`src/rtl/acc_cpu_pkg.sv`:
```
package acc_cpu_pkg;
  localparam int OPC_W = 3;

  typedef enum logic [OPC_W-1:0] {
    OPC_AND = 3'd0,
    OPC_ADD = 3'd1,
    OPC_LDA = 3'd2,
    OPC_STA = 3'd3,
    OPC_JMP = 3'd4,
    OPC_JSV = 3'd5,
    OPC_INZ = 3'd6,
    OPC_HLT = 3'd7
  } opcode_e;
endpackage

```
`src/rtl/acc_step_ctr.sv`:
```
module acc_step_ctr #(
  parameter int STEP_W = 3,
  parameter int LAST   = 5
) (
  input  logic              clk,
  input  logic              rst,
  input  logic              clr,
  input  logic              adv,
  output logic [STEP_W-1:0] step
);
  logic [STEP_W-1:0] step_q;

  always_ff @(posedge clk) begin
    if (rst)      step_q <= '0;
    else if (clr) step_q <= '0;
    else if (adv) step_q <= step_q + 1'b1;
  end

  assign step = step_q;

  // the sequence never runs past the longest instruction
  assert_step_range_R2: assert property (@(posedge clk) disable iff (rst)
    step_q <= STEP_W'(LAST));
endmodule

```
`src/rtl/acc_alu.sv`:
```
module acc_alu
  import acc_cpu_pkg::*;
#(
  parameter int W = 16
) (
  input  opcode_e      op,
  input  logic [W-1:0] ac,
  input  logic [W-1:0] dr,
  input  logic         c_in,
  output logic [W-1:0] y,
  output logic         c_out,
  output logic [W-1:0] dr_inc
);
  function automatic logic [W:0] add_w(input logic [W-1:0] a, input logic [W-1:0] b);
    return {1'b0, a} + {1'b0, b};
  endfunction

  function automatic logic [W-1:0] inc_w(input logic [W-1:0] a);
    return a + 1'b1;
  endfunction

  logic [W:0] sum;
  assign sum    = add_w(ac, dr);
  assign dr_inc = inc_w(dr);

  always_comb begin
    y     = ac;
    c_out = c_in;
    case (op)
      OPC_AND: y = ac & dr;
      OPC_ADD: begin y = sum[W-1:0]; c_out = sum[W]; end
      OPC_LDA: y = dr;
      default: ;
    endcase
  end
endmodule

```
`src/rtl/acc_seq_cpu.sv`:
```
module acc_seq_cpu
  import acc_cpu_pkg::*;
#(
  parameter int WORD_W   = 16,
  parameter int ADDR_W   = 12,
  parameter int VEC_ADDR = 0
) (
  input  logic              clk,
  input  logic              rst,
  input  logic              ien_arm,
  input  logic              irq_req,
  input  logic [WORD_W-1:0] mem_rdata,
  output logic [ADDR_W-1:0] mem_addr,
  output logic [WORD_W-1:0] mem_wdata,
  output logic              mem_we,
  output logic              mem_rd,
  output logic [WORD_W-1:0] acc_out,
  output logic [ADDR_W-1:0] pc_out,
  output logic              carry_out,
  output logic              ien_out,
  output logic              halted
);
  localparam int IR_W      = ADDR_W + OPC_W;
  localparam int STEP_W    = 3;
  localparam int LAST_STEP = 5;

  logic [ADDR_W-1:0] ar_q, pc_q;
  logic [WORD_W-1:0] dr_q, ac_q;
  logic [IR_W-1:0]   ir_q;
  logic              e_q, ien_q, halt_q, icyc_q;
  logic [STEP_W-1:0] step;
  opcode_e           opc;

  assign opc = opcode_e'(ir_q[ADDR_W +: OPC_W]);

  // named internal events
  logic active, fetch_ld, decode, ex3, ex4, ex5;
  logic op_reads, is_read, wr_sta, wr_jsv, wr_inz, wr_int;
  logic instr_end, int_end, take_int, seq_clr;

  assign active   = !halt_q;
  assign fetch_ld = !icyc_q && step == STEP_W'(1);
  assign decode   = !icyc_q && step == STEP_W'(2);
  assign ex3      = !icyc_q && step == STEP_W'(3);
  assign ex4      = !icyc_q && step == STEP_W'(4);
  assign ex5      = !icyc_q && step == STEP_W'(5);
  assign op_reads = opc == OPC_AND || opc == OPC_ADD || opc == OPC_LDA || opc == OPC_INZ;
  assign is_read  = fetch_ld || (ex3 && op_reads);
  assign wr_sta   = ex3 && opc == OPC_STA;
  assign wr_jsv   = ex3 && opc == OPC_JSV;
  assign wr_inz   = ex5 && opc == OPC_INZ;
  assign wr_int   = icyc_q && step == STEP_W'(1);

  assign instr_end = (decode && opc == OPC_HLT)
                  || (ex3 && (opc == OPC_STA || opc == OPC_JMP))
                  || (ex4 && (opc == OPC_AND || opc == OPC_ADD || opc == OPC_LDA || opc == OPC_JSV))
                  || (ex5 && opc == OPC_INZ);
  assign int_end  = wr_int;
  assign take_int = instr_end && opc != OPC_HLT && ien_q && irq_req;
  assign seq_clr  = instr_end || int_end;

  acc_step_ctr #(.STEP_W(STEP_W), .LAST(LAST_STEP)) u_step (
    .clk (clk),
    .rst (rst),
    .clr (seq_clr),
    .adv (active),
    .step(step)
  );

  logic [WORD_W-1:0] alu_y, dr_inc;
  logic              alu_c;

  acc_alu #(.W(WORD_W)) u_alu (
    .op    (opc),
    .ac    (ac_q),
    .dr    (dr_q),
    .c_in  (e_q),
    .y     (alu_y),
    .c_out (alu_c),
    .dr_inc(dr_inc)
  );

  always_ff @(posedge clk) begin
    if (rst) begin
      ar_q   <= '0;
      pc_q   <= '0;
      dr_q   <= '0;
      ir_q   <= '0;
      ac_q   <= '0;
      e_q    <= 1'b0;
      halt_q <= 1'b0;
      icyc_q <= 1'b0;
    end else if (active) begin
      if (icyc_q) begin
        if (step == STEP_W'(0)) ar_q <= ADDR_W'(VEC_ADDR);
        if (wr_int) begin
          pc_q   <= ADDR_W'(VEC_ADDR + 1);
          icyc_q <= 1'b0;
        end
      end else begin
        case (step)
          STEP_W'(0): ar_q <= pc_q;
          STEP_W'(1): begin
            ir_q <= mem_rdata[IR_W-1:0];
            pc_q <= pc_q + 1'b1;
          end
          STEP_W'(2): begin
            ar_q <= ir_q[ADDR_W-1:0];
            if (opc == OPC_HLT) halt_q <= 1'b1;
          end
          STEP_W'(3): begin
            if (op_reads)        dr_q <= mem_rdata;
            if (opc == OPC_JMP)  pc_q <= ar_q;
            if (opc == OPC_JSV)  ar_q <= ar_q + 1'b1;
          end
          STEP_W'(4): begin
            if (opc == OPC_AND || opc == OPC_ADD || opc == OPC_LDA) begin
              ac_q <= alu_y;
              e_q  <= alu_c;
            end
            if (opc == OPC_JSV) pc_q <= ar_q;
            if (opc == OPC_INZ) dr_q <= dr_inc;
          end
          STEP_W'(5): begin
            if (opc == OPC_INZ && dr_q == '0) pc_q <= pc_q + 1'b1;
          end
          default: ;
        endcase
        if (take_int) icyc_q <= 1'b1;
      end
    end
  end

  always_ff @(posedge clk) begin
    if (rst)                    ien_q <= 1'b0;
    else if (active && int_end) ien_q <= 1'b0;
    else if (ien_arm)           ien_q <= 1'b1;
  end

  assign mem_addr  = ar_q;
  assign mem_rd    = active && is_read;
  assign mem_we    = active && (wr_sta || wr_jsv || wr_inz || wr_int);
  assign mem_wdata = wr_sta ? ac_q : (wr_inz ? dr_q : WORD_W'(pc_q));

  assign acc_out   = ac_q;
  assign pc_out    = pc_q;
  assign carry_out = e_q;
  assign ien_out   = ien_q;
  assign halted    = halt_q;

  assert_reset_clear_R1: assert property (@(posedge clk)
    $past(rst) |-> (pc_q == '0 && ac_q == '0 && !e_q && !ien_q && !halt_q && step == '0));

  assert_bus_excl_R3: assert property (@(posedge clk) disable iff (rst)
    !(mem_we && mem_rd));

  assert_fetch_inc_R2: assert property (@(posedge clk) disable iff (rst)
    (fetch_ld && active) |=> pc_q == ADDR_W'($past(pc_q) + 1'b1));

  assert_halt_quiet_R9: assert property (@(posedge clk) disable iff (rst)
    halt_q |-> (!mem_we && !mem_rd));

  assert_halt_hold_R9: assert property (@(posedge clk) disable iff (rst)
    halt_q |=> (halt_q && $stable(pc_q) && $stable(ac_q)));

  assert_int_vector_R10: assert property (@(posedge clk) disable iff (rst)
    (wr_int && active) |-> (mem_we && mem_addr == ADDR_W'(VEC_ADDR)));

  assert_int_exit_R10: assert property (@(posedge clk) disable iff (rst)
    (wr_int && active) |=> (pc_q == ADDR_W'(VEC_ADDR + 1) && !ien_q && step == '0));
endmodule

```
`config.mk`:
```
export PLATFORM = sky130hd
export DESIGN_NAME = acc_seq_cpu
export DESIGN_NICKNAME = d
export VERILOG_FILES = /design/src/rtl/acc_cpu_pkg.sv /design/src/rtl/acc_step_ctr.sv /design/src/rtl/acc_alu.sv /design/src/rtl/acc_seq_cpu.sv
export SDC_FILE = /design/constraint.sdc
export NUM_CORES = 1
export LEC_CHECK = 0
export BUFFER_PORTS_ARGS = -buffer_cell sky130_fd_sc_hd__buf_2
export CAP_MARGIN = 0
export CELL_PAD_IN_SITES_DETAIL_PLACEMENT = 1
export CELL_PAD_IN_SITES_GLOBAL_PLACEMENT = 1
export CORE_MARGIN = 2
export CORE_UTILIZATION = 45
export CTS_CLUSTER_DIAMETER = 80
export DETAILED_ROUTE_END_ITERATION = 12
export PLACE_DENSITY = 0.89
export SLEW_MARGIN = 25
export SYNTH_ARGS = -nofsm -noshare
export SYNTH_HDL_FRONTEND = slang
export SYNTH_SLANG_ARGS = --single-unit
export TNS_END_PERCENT = 100
```
`constraint.sdc`:
```
create_clock -name clk -period 4.6 [get_ports clk]
set_input_delay 0.69 -clock clk [delete_from_list [all_inputs] [get_ports clk]]
set_output_delay 0.69 -clock clk [all_outputs]
set_load 0.05 [all_outputs]
```
# After elaboration in Yosys (flattened, before gate mapping)

Index checks and enable logic that the tools add are counted.

$add $sub $neg: 5
Multipliers: 0
Divide/modulo/power cells: 0
Magnitude comparators: 0
Equal/unequal tests: 21
Shifts and indexed selects: 0
Multiplexer cells: 23
Bitwise logic cells: 3
Reductions and logical operators: 50

Operators with widths:

| cell                  | number |
|---|---|
| $mux 12               | 8 |
| $mux 16               | 4 |
| $pmux 12 s4           | 1 |
| $pmux 16 s3           | 1 |
| $pmux 12 s3           | 1 |
| $pmux 16 s2           | 1 |
| $add 12x1->12 const B | 2 |
| $logic_and 1x1->1     | 20 |
| $eq 3x3->1 const B    | 6 |
| $add 16x16->17        | 1 |
| $add 16x1->16 const B | 1 |
| $and 16x16->16        | 1 |
| $logic_not 16->1      | 1 |
| $reduce_and 5->1      | 3 |
| $logic_or 1x1->1      | 13 |
| $eq 3x2->1 const B    | 4 |
| $ne 3x2->1 const B    | 4 |
| $mux 1                | 7 |
| $eq 3x1->1 const B    | 2 |
| $logic_not 3->1       | 2 |
| $ne 2x1->1 const B    | 3 |
| $reduce_and 6->1      | 1 |
| $reduce_bool 3->1     | 2 |
| $reduce_bool 5->1     | 1 |
| other kinds (9)       | 12 |

Bits in registers: 78
Bits in latches: 0
RAM bits: 0
ROM bits: 0
Input port bits: 20
Output and inout bits: 61
Logic and storage cells: 112
Memories: 0

# Logic depth before layout (Yosys ltp)

Gate-level depths: netlist of run 1.

Depth in word-level cells: 12
Depth in mapped cells: 11
Gate-level depth less buffers: 8

# Cells and area by module

From an unflattened synthesis of run 1, not the netlist that was laid out.

Cell total of the unflattened synthesis: 789
Area total of the unflattened synthesis: 6,049.6 µm²

By module, submodules not included:

| module       | times used | cells each | area an instance (µm²) | sequential area each (µm²) |
|---|---|---|---|---|
| acc_seq_cpu  | 1          | 546        | 4,331.7                | 1,501.4 |
| acc_alu      | 1          | 231        | 1,590.3                | 0.0 |
| acc_step_ctr | 1          | 12         | 127.6                  | 60.1 |

# Least setup slack after synthesis of run 1

No wires, ideal clock.

Path type: flip-flop to output port
From: register u_step.step_q[0], in the netlist u_step.step[0]
To: output mem_wdata[1]
Data arrival time: 2.154 ns
Data required time: 3.910 ns
Slack: 1.756 ns
Stages on the path, launching flop included: 9
Buffers on the path: 3
Cell sequence: dfxtp_1 > ha_1 > ha_1 > buf_2 > and3_1 > clkbuf_1 > clkbuf_1 > a22oi_1 > nand2_1

Cells in the longest elaborated chain, start to end: 5
Elaborated cells on any way between the ends: 8
Those cells by class: eq/ne: 2; mux: 2; reduce/logical: 4

Ends and longest elaborated chain:

| element                  | line               | RTL |
|---|---|---|
| start: declaration       | acc_step_ctr.sv:11 | `logic [STEP_W-1:0] step_q;` |
| start signal: assignment | acc_step_ctr.sv:16 | `else if (adv) step_q <= step_q + 1'b1;` |
| $eq 3x3->1               | acc_seq_cpu.sv:46  | `assign ex5 = !icyc_q && step == STEP_W'(5);` |
| $logic_and 1x1->1        | acc_seq_cpu.sv:46  |  |
| $logic_and 1x1->1        | acc_seq_cpu.sv:51  | `assign wr_inz = ex5 && opc == OPC_INZ;` |
| $mux 16                  | acc_seq_cpu.sv:143 | `assign mem_wdata = wr_sta ? ac_q : (wr_inz ? dr_q : WORD_W'(pc_q));` |
| $mux 16 *                | acc_seq_cpu.sv:143 |  |
| end: declaration         | acc_seq_cpu.sv:14  | `output logic [WORD_W-1:0] mem_wdata,` |

Mark *: on every way between the ends. The rest lies on a longest branch, timed or not.

# Worst setup path in the final report of run 1

From: register u_step.step_q[2], in the netlist u_step.step[2]
To: output mem_wdata[9]

Same word-level chain as after synthesis.

==> flow_metrics.py, run 1 <==
metrics = {
    "route": {
        "antenna_left": 0,
        "viasPerCell": 6.571,
        "route.detailed.drc": 0,
        "drt-total-wl_um": 20890,
        "wl_per_cell_um": 21.90,
        "drt_iter0_markers": 609,
        "first_pass_iters": 5,
        "num_vias": 6269,
    },
    "final_layout": {
        "area_growth_pct": 12.68,
        "multi_input_area_mm2": 0.003642,
        "fin_nets": 849,
        "n_fill_cell": 1552,
        "ff_latch_area_mm2": 0.001562,
        "n_antenna_cell": 0,
        "drive_gt1_share_pct": 14.62,
        "final_area_mm2": 0.006215,
    },
    "clocking": {
        "ctsResizeCount": 0,
        "root_buffer": "clkbuf_16",
        "clock_latency_ns": 0.35,
        "hold_buffers": 0,
        "cts.clk_slew.worst_paths_ns": 0.06,
        "numCtsBuffers": 9,
        "clock_path_buffers": 2,
        "cts_sinks": 78,
        "tritoncts": "built",
        "htree_levels": 3,
        "cts_setup_buffers": 0,
    },
    "placement": {
        "portBuffers": 80,
        "place_area_mm2": 0.005916,
        "hpwlAfterDp_um": 14910,
        "gp_congestion": 0.8949,
    },
    "sta": {
        "period_needed_ns": 3.417,
        "rsz0062_at_grt": "no",
        "drv_slew": 0,
        "max_freq_mhz": 292.6,
        "hold_viol": 0,
        "slew_headroom_pct": 33.89,
        "tns_ns": 0,
        "setup_viol": 0,
        "skew_ns": 0.009059,
        "finalCritPeriodShare_pct": 74.29,
        "tightest_slew_ns": 0.9880,
    },
    "synthesis": {
        "async_flop_share_pct": 0,
        "synth_cell_type_count": 68,
        "synth_common_cells": "nand2_1 (121), nor2_1 (83), dfxtp_1 (78)",
        "ys.flop_type": "dfxtp_1",
        "yosys.cell_count.top_type": "nand2_1",
        "synth_edf_count": 0,
        "syn_nets": 807,
        "ys_seq_area_share_pct": 28.31,
        "synth_area_leaders": "dfxtp_1 (28%), nand2_1 (8.2%), a21oi_1 (6.5%)",
        "synth_area_mm2": 0.005515,
        "netlist_instances": 761,
        "synth.top_cell.area_share_pct": 28.31,
        "ys_ff_latch": 78,
        "yosysTopAreaCell": "dfxtp_1",
        "avgSynthCellArea_um2": 7.247,
        "yosysWarnings": 0,
    },
    "worst_setup_path": {
        "r2r.worst_path.cells": 7,
        "arrival_ns": 2.73,
        "worstPathMaxFanout": 20,
        "critPathBufInv": 4,
        "crit_chain": "inv_1 -> ha_1 -> and3_1 -> buf_4 -> nor2_1 -> buf_4 -> nand2_1 -> nand2_1 -> buf_2",
        "rr_endpoint": "dr_q[0]$_SDFFE_PP0P_",
        "end_kind": "primary output",
        "slowest_stage": "dfxtp_1",
        "cp_top_family": "buffers and inverters",
        "critical_path_required_ns": 3.91,
        "reg2reg_from": "u_step.step[0]$_SDFFE_PP0N_",
        "r2r_slack_ns": 1.36,
        "setup.worst_path.class": "register to primary output",
        "startpoint_type": "register",
        "cpPeakStageDelay_ns": 0.47,
    },
    "floorplanning": {
        "die_h_um": 114.7,
        "dieArea_mm2": 0.01316,
        "rows": 40,
        "core_mm2": 0.01201,
        "die_x_um": 114.7,
        "ios": 81,
        "start_util_pct": 45.92,
    },
    "global_routing": {
        "groute.usage.overall_pct": 31.75,
        "antenna_found_initial": 0,
        "grt_pass1_vias": 6148,
        "grt_max_degree": 44,
        "grt_overflow": 0,
        "grt_pass1_wl_um": 33070,
    },
    "pwr": {
        "p_leak_uw": 0.002548,
        "totalPowerFinal_uw": 2470,
        "power_per_cell_area_mw_per_mm2": 397.4,
        "vdd_ir_drop_max_v": 0.0001804,
    },
    "status": {
        "status": "completed",
    },
    "worst_hold_path": {
        "hold_start": "ir_q[7]$_SDFFE_PP0P_",
        "hold-path-endpoint": "ir_q[7]$_SDFFE_PP0P_",
        "holdPathStages": 2,
        "hold_path_class": "register to register",
    },
    "run": {
        "cap_violations": 0,
    },
}
per-layer routing:
layer / share of wire (%) / vias to the layer above / track usage (%)
met5: 0 / - / 0
met4: 3.0 / 0 / 12.85
met2: 47 / 284 / 51.40
li1: - / 2865 / -
met1: 43 / 3072 / 42.50
met3: 7.9 / 48 / 4.870
stage by stage:
stage               hold WS, ns  cells  worst slack (ns)  util, %
global route             0.4897    954             1.024    51.74
global placement         0.4513    939             1.731    49.25
CTS                      0.4605    954             1.225    51.74
detailed placement       0.4513    939             1.516    49.25
floorplan                0.4360    761             1.756        -
finish                   0.4620    954             1.183    51.74
worst max-delay path by stage:
stage | startpoint | end | slack, ns | cells after the start
detailed placement | u_step.step[0]$_SDFFE_PP0N_ | dr_q[0]$_SDFFE_PP0P_ | 1.52 | 7
floorplan | u_step.step[0]$_SDFFE_PP0N_ | mem_wdata[1] | 1.76 | 8
finish | u_step.step[2]$_SDFFE_PP0N_ | mem_wdata[9] | 1.18 | 9
global route | u_step.step[0]$_SDFFE_PP0N_ | dr_q[0]$_SDFFE_PP0P_ | 1.02 | 7
global placement | u_step.step[2]$_SDFFE_PP0N_ | mem_wdata[9] | 1.73 | 9
CTS | u_step.step[2]$_SDFFE_PP0N_ | mem_wdata[9] | 1.23 | 9
power breakdown:
group          total (uW)  leakage, uW  internal, uW  switching (uW)
clock                 739     0.000145           433             306
combinational         846      0.00177           244             602
sequential            886     0.000633           748             138
total                2470      0.00255          1430            1040
cells in the final DEF (no fill, tap or decap), drive strengths merged, types with 11 or more instances in the layout:
cell,synthesis,routed
nor3,22,22
nand3,26,26
xnor2,14,14
nand2,122,122
dfxtp,78,78
xor2,11,11
ha,25,25
a21oi,72,72
inv,15,15
a211oi,20,20
buf,17,89
a22oi,33,33
nor2,83,83
o21ai,37,37
and3,13,13
tightest hold or removal path, delay by kind of cell, from the launching register on:
kind             cells  cell delay (ns)
flip-flops           1             0.31
AND/OR/NAND/NOR      1             0.05
AO/OA/AOI/OAI        1             0.05
state kept, by name (all words and copies together) (netlist names):
signal and count:
ir_q 15, mem_addr 12, u_step.step 3, acc_out 16, pc_out 12, carry_out 1, ien_out 1, dr_q 16
icyc_q 1, halted 1
logic make-up after synthesis:
logic type,count (synthesis),share of synthesized area [%]
and+or+nand+nor,317,26.61
AOI/OAI and AO/OA,238,28.88
DFF,78,28.31
buffers and inverters,74,5.649
adders and majority gates,26,6.034
xor gates and xnor gates,25,3.970
muxes,3,0.5445
cell type report:
| class | instances | area share [%] |
|---|---|---|
| Inverter | 16 | 0.9664 |
| Clock inverter | 5 | 0.9664 |
| Multi-Input combinational cell | 609 | 58.61 |
| Timing Repair Buffer | 89 | 7.530 |
| Sequential cell | 78 | 25.13 |
| Tap cell | 147 | 2.960 |
| Clock buffer | 10 | 3.845 |
Note: power is estimated with default switching activity, not from simulation.
==> run 2, diff against run 1 <==
--- a/config.mk
+++ b/config.mk
@@ -10,10 +10,10 @@
 export CELL_PAD_IN_SITES_DETAIL_PLACEMENT = 1
 export CELL_PAD_IN_SITES_GLOBAL_PLACEMENT = 1
 export CORE_MARGIN = 2
-export CORE_UTILIZATION = 45
+export CORE_UTILIZATION = 42
 export CTS_CLUSTER_DIAMETER = 80
 export DETAILED_ROUTE_END_ITERATION = 12
-export PLACE_DENSITY = 0.89
+export PLACE_DENSITY = 0.84
 export SLEW_MARGIN = 25
 export SYNTH_ARGS = -nofsm -noshare
 export SYNTH_HDL_FRONTEND = slang
==> constraint.sdc (replaced) <==
create_clock -name clk -period 3.2 [get_ports clk]
set_input_delay 0.48 -clock clk [delete_from_list [all_inputs] [get_ports clk]]
set_output_delay 0.48 -clock clk [all_outputs]
set_load 0.05 [all_outputs]
==> flow_metrics.py, run 2 (synthesis gave the netlist of run 1 again) <==
metrics = {
    "worst_setup_path": {
        "arrival_ns": 2.52,
        "worstPathMaxFanout": 17,
        "end_kind": "primary output",
        "setup.worst_path.class": "register to primary output",
        "startpoint_type": "register",
        "critical_path_required_ns": 2.72,
    },
    "floorplanning": {
        "die_x_um": 118.6,
        "die_h_um": 118.6,
        "rows": 41,
        "start_util_pct": 43.35,
        "core_mm2": 0.01272,
        "ios": 81,
        "dieArea_mm2": 0.01406,
    },
    "route": {
        "drt_iter0_markers": 547,
        "first_pass_iters": 5,
        "viasPerCell": 6.303,
        "num_vias": 6227,
        "wl_per_cell_um": 20.76,
        "route.detailed.drc": 0,
        "antenna_left": 0,
        "drt-total-wl_um": 20510,
    },
    "clocking": {
        "numCtsBuffers": 9,
        "cts_sinks": 78,
        "cts_setup_buffers": 0,
        "root_buffer": "clkbuf_16",
        "tritoncts": "built",
        "clock_latency_ns": 0.36,
        "htree_levels": 3,
        "cts.clk_slew.worst_paths_ns": 0.06,
        "ctsResizeCount": 0,
        "hold_buffers": 0,
        "clock_path_buffers": 2,
    },
    "global_routing": {
        "grt_pass1_vias": 6146,
        "antenna_found_initial": 0,
        "grt_max_degree": 71,
        "grt_pass1_wl_um": 33000,
        "groute.usage.overall_pct": 29.13,
        "grt_overflow": 0,
    },
    "sta": {
        "rsz0062_at_grt": "no",
        "hold_viol": 0,
        "max_freq_mhz": 333.8,
        "tns_ns": 0,
        "slew_headroom_pct": 37.13,
        "tightest_slew_ns": 0.9396,
        "setup_viol": 0,
        "skew_ns": 0.006427,
        "period_needed_ns": 2.996,
        "drv_slew": 0,
        "finalCritPeriodShare_pct": 93.63,
    },
    "final_layout": {
        "area_growth_pct": 14.43,
        "finish.utilization_pct": 49.61,
        "n_fill_cell": 1654,
        "n_antenna_cell": 0,
        "drive_gt1_share_pct": 15.44,
        "layout_commonest_cell": "nand2_1",
        "mostFrequentLayoutCells": "nand2_1 (121), nor2_1 (83), buf_2 (80), dfxtp_1 (78), a21oi_1 (72)",
        "fin_nets": 857,
    },
    "pwr": {
        "vdd_ir_drop_max_v": 0.0002746,
        "power_per_cell_area_mw_per_mm2": 565.0,
        "p_leak_uw": 0.002592,
    },
    "placement": {
        "portBuffers": 80,
        "hpwlAfterDp_um": 14700,
        "gp_congestion": 0.9033,
    },
    "run": {
        "cap_violations": 0,
    },
    "worst_hold_path": {
        "hold_path_class": "input port to register",
    },
    "status": {
        "status": "completed",
    },
}
[run 2: cell types whose count changed in the layout (fill, tap and decap cells not counted), sizes merged]
cell      change
buf           +8
clkinv        +2
clkinvlp      -1
[run 2: critical path: stages, from the launching register on]
cell      delay, ns
dfxtp_1        0.62
and4bb_1       0.30
and3_1         0.40
buf_4          0.27
nor3_1         0.06
a221o_1        0.28
buf_2          0.22
[run 2: final cells by class]
class | count | area (um^2) | share of cell area, %
inverters | 16 | 60.06 | 0.9516
repair buffers | 97 | 540.5 | 8.565
well taps | 172 | 215.2 | 3.410
flip-flops and latches | 78 | 1562 | 24.74
multi-input cells | 609 | 3642 | 57.71
clock inverters | 6 | 62.56 | 0.9913
clock buffers | 10 | 229.0 | 3.628
[run 2: worst paths after layout]
check	cells after the start	start	end	slack, ns
setup reg to reg	9	u_step.step[0]$_SDFFE_PP0N_	dr_q[0]$_SDFFE_PP0P_	0.54
hold / removal	3	mem_rdata[3]	ir_q[3]$_SDFFE_PP0P_	0.38
setup / recovery	6	ir_q[13]$_SDFFE_PP0P_	mem_wdata[10]	0.20
hold reg to reg	2	ir_q[6]$_SDFFE_PP0P_	ir_q[6]$_SDFFE_PP0P_	0.46
[run 2: layer usage]
| layer | track usage (%) | wire [um] |
|---|---|---|
| met4 | 12.20 | 488 |
| met2 | 47.05 | 9671 |
| met5 | 0 | 0 |
| met3 | 3.861 | 1139 |
| met1 | 38.92 | 9206 |
[run 2: report_power, final]
part | switching, uW | total [uW] | internal (uW)
logic | 881 | 1250 | 370
clock network | 453 | 1060 | 603
registers | 183 | 1260 | 1080
total | 1520 | 3570 | 2050
[run 2: metrics by stage]
step	setup WS [ns]	hold WS, ns	instance area, um^2	std cells	total power, uW
detailed placement	0.6076	0.4580	6020	972	2500
floorplan	0.5663	0.4360	5515	761	2129
finish	0.2039	0.3815	6311	988	3566
CTS	0.2367	0.3788	6311	988	3562
global route	0.06272	0.3900	6311	988	3731
global placement	0.6899	0.4499	6020	972	2446
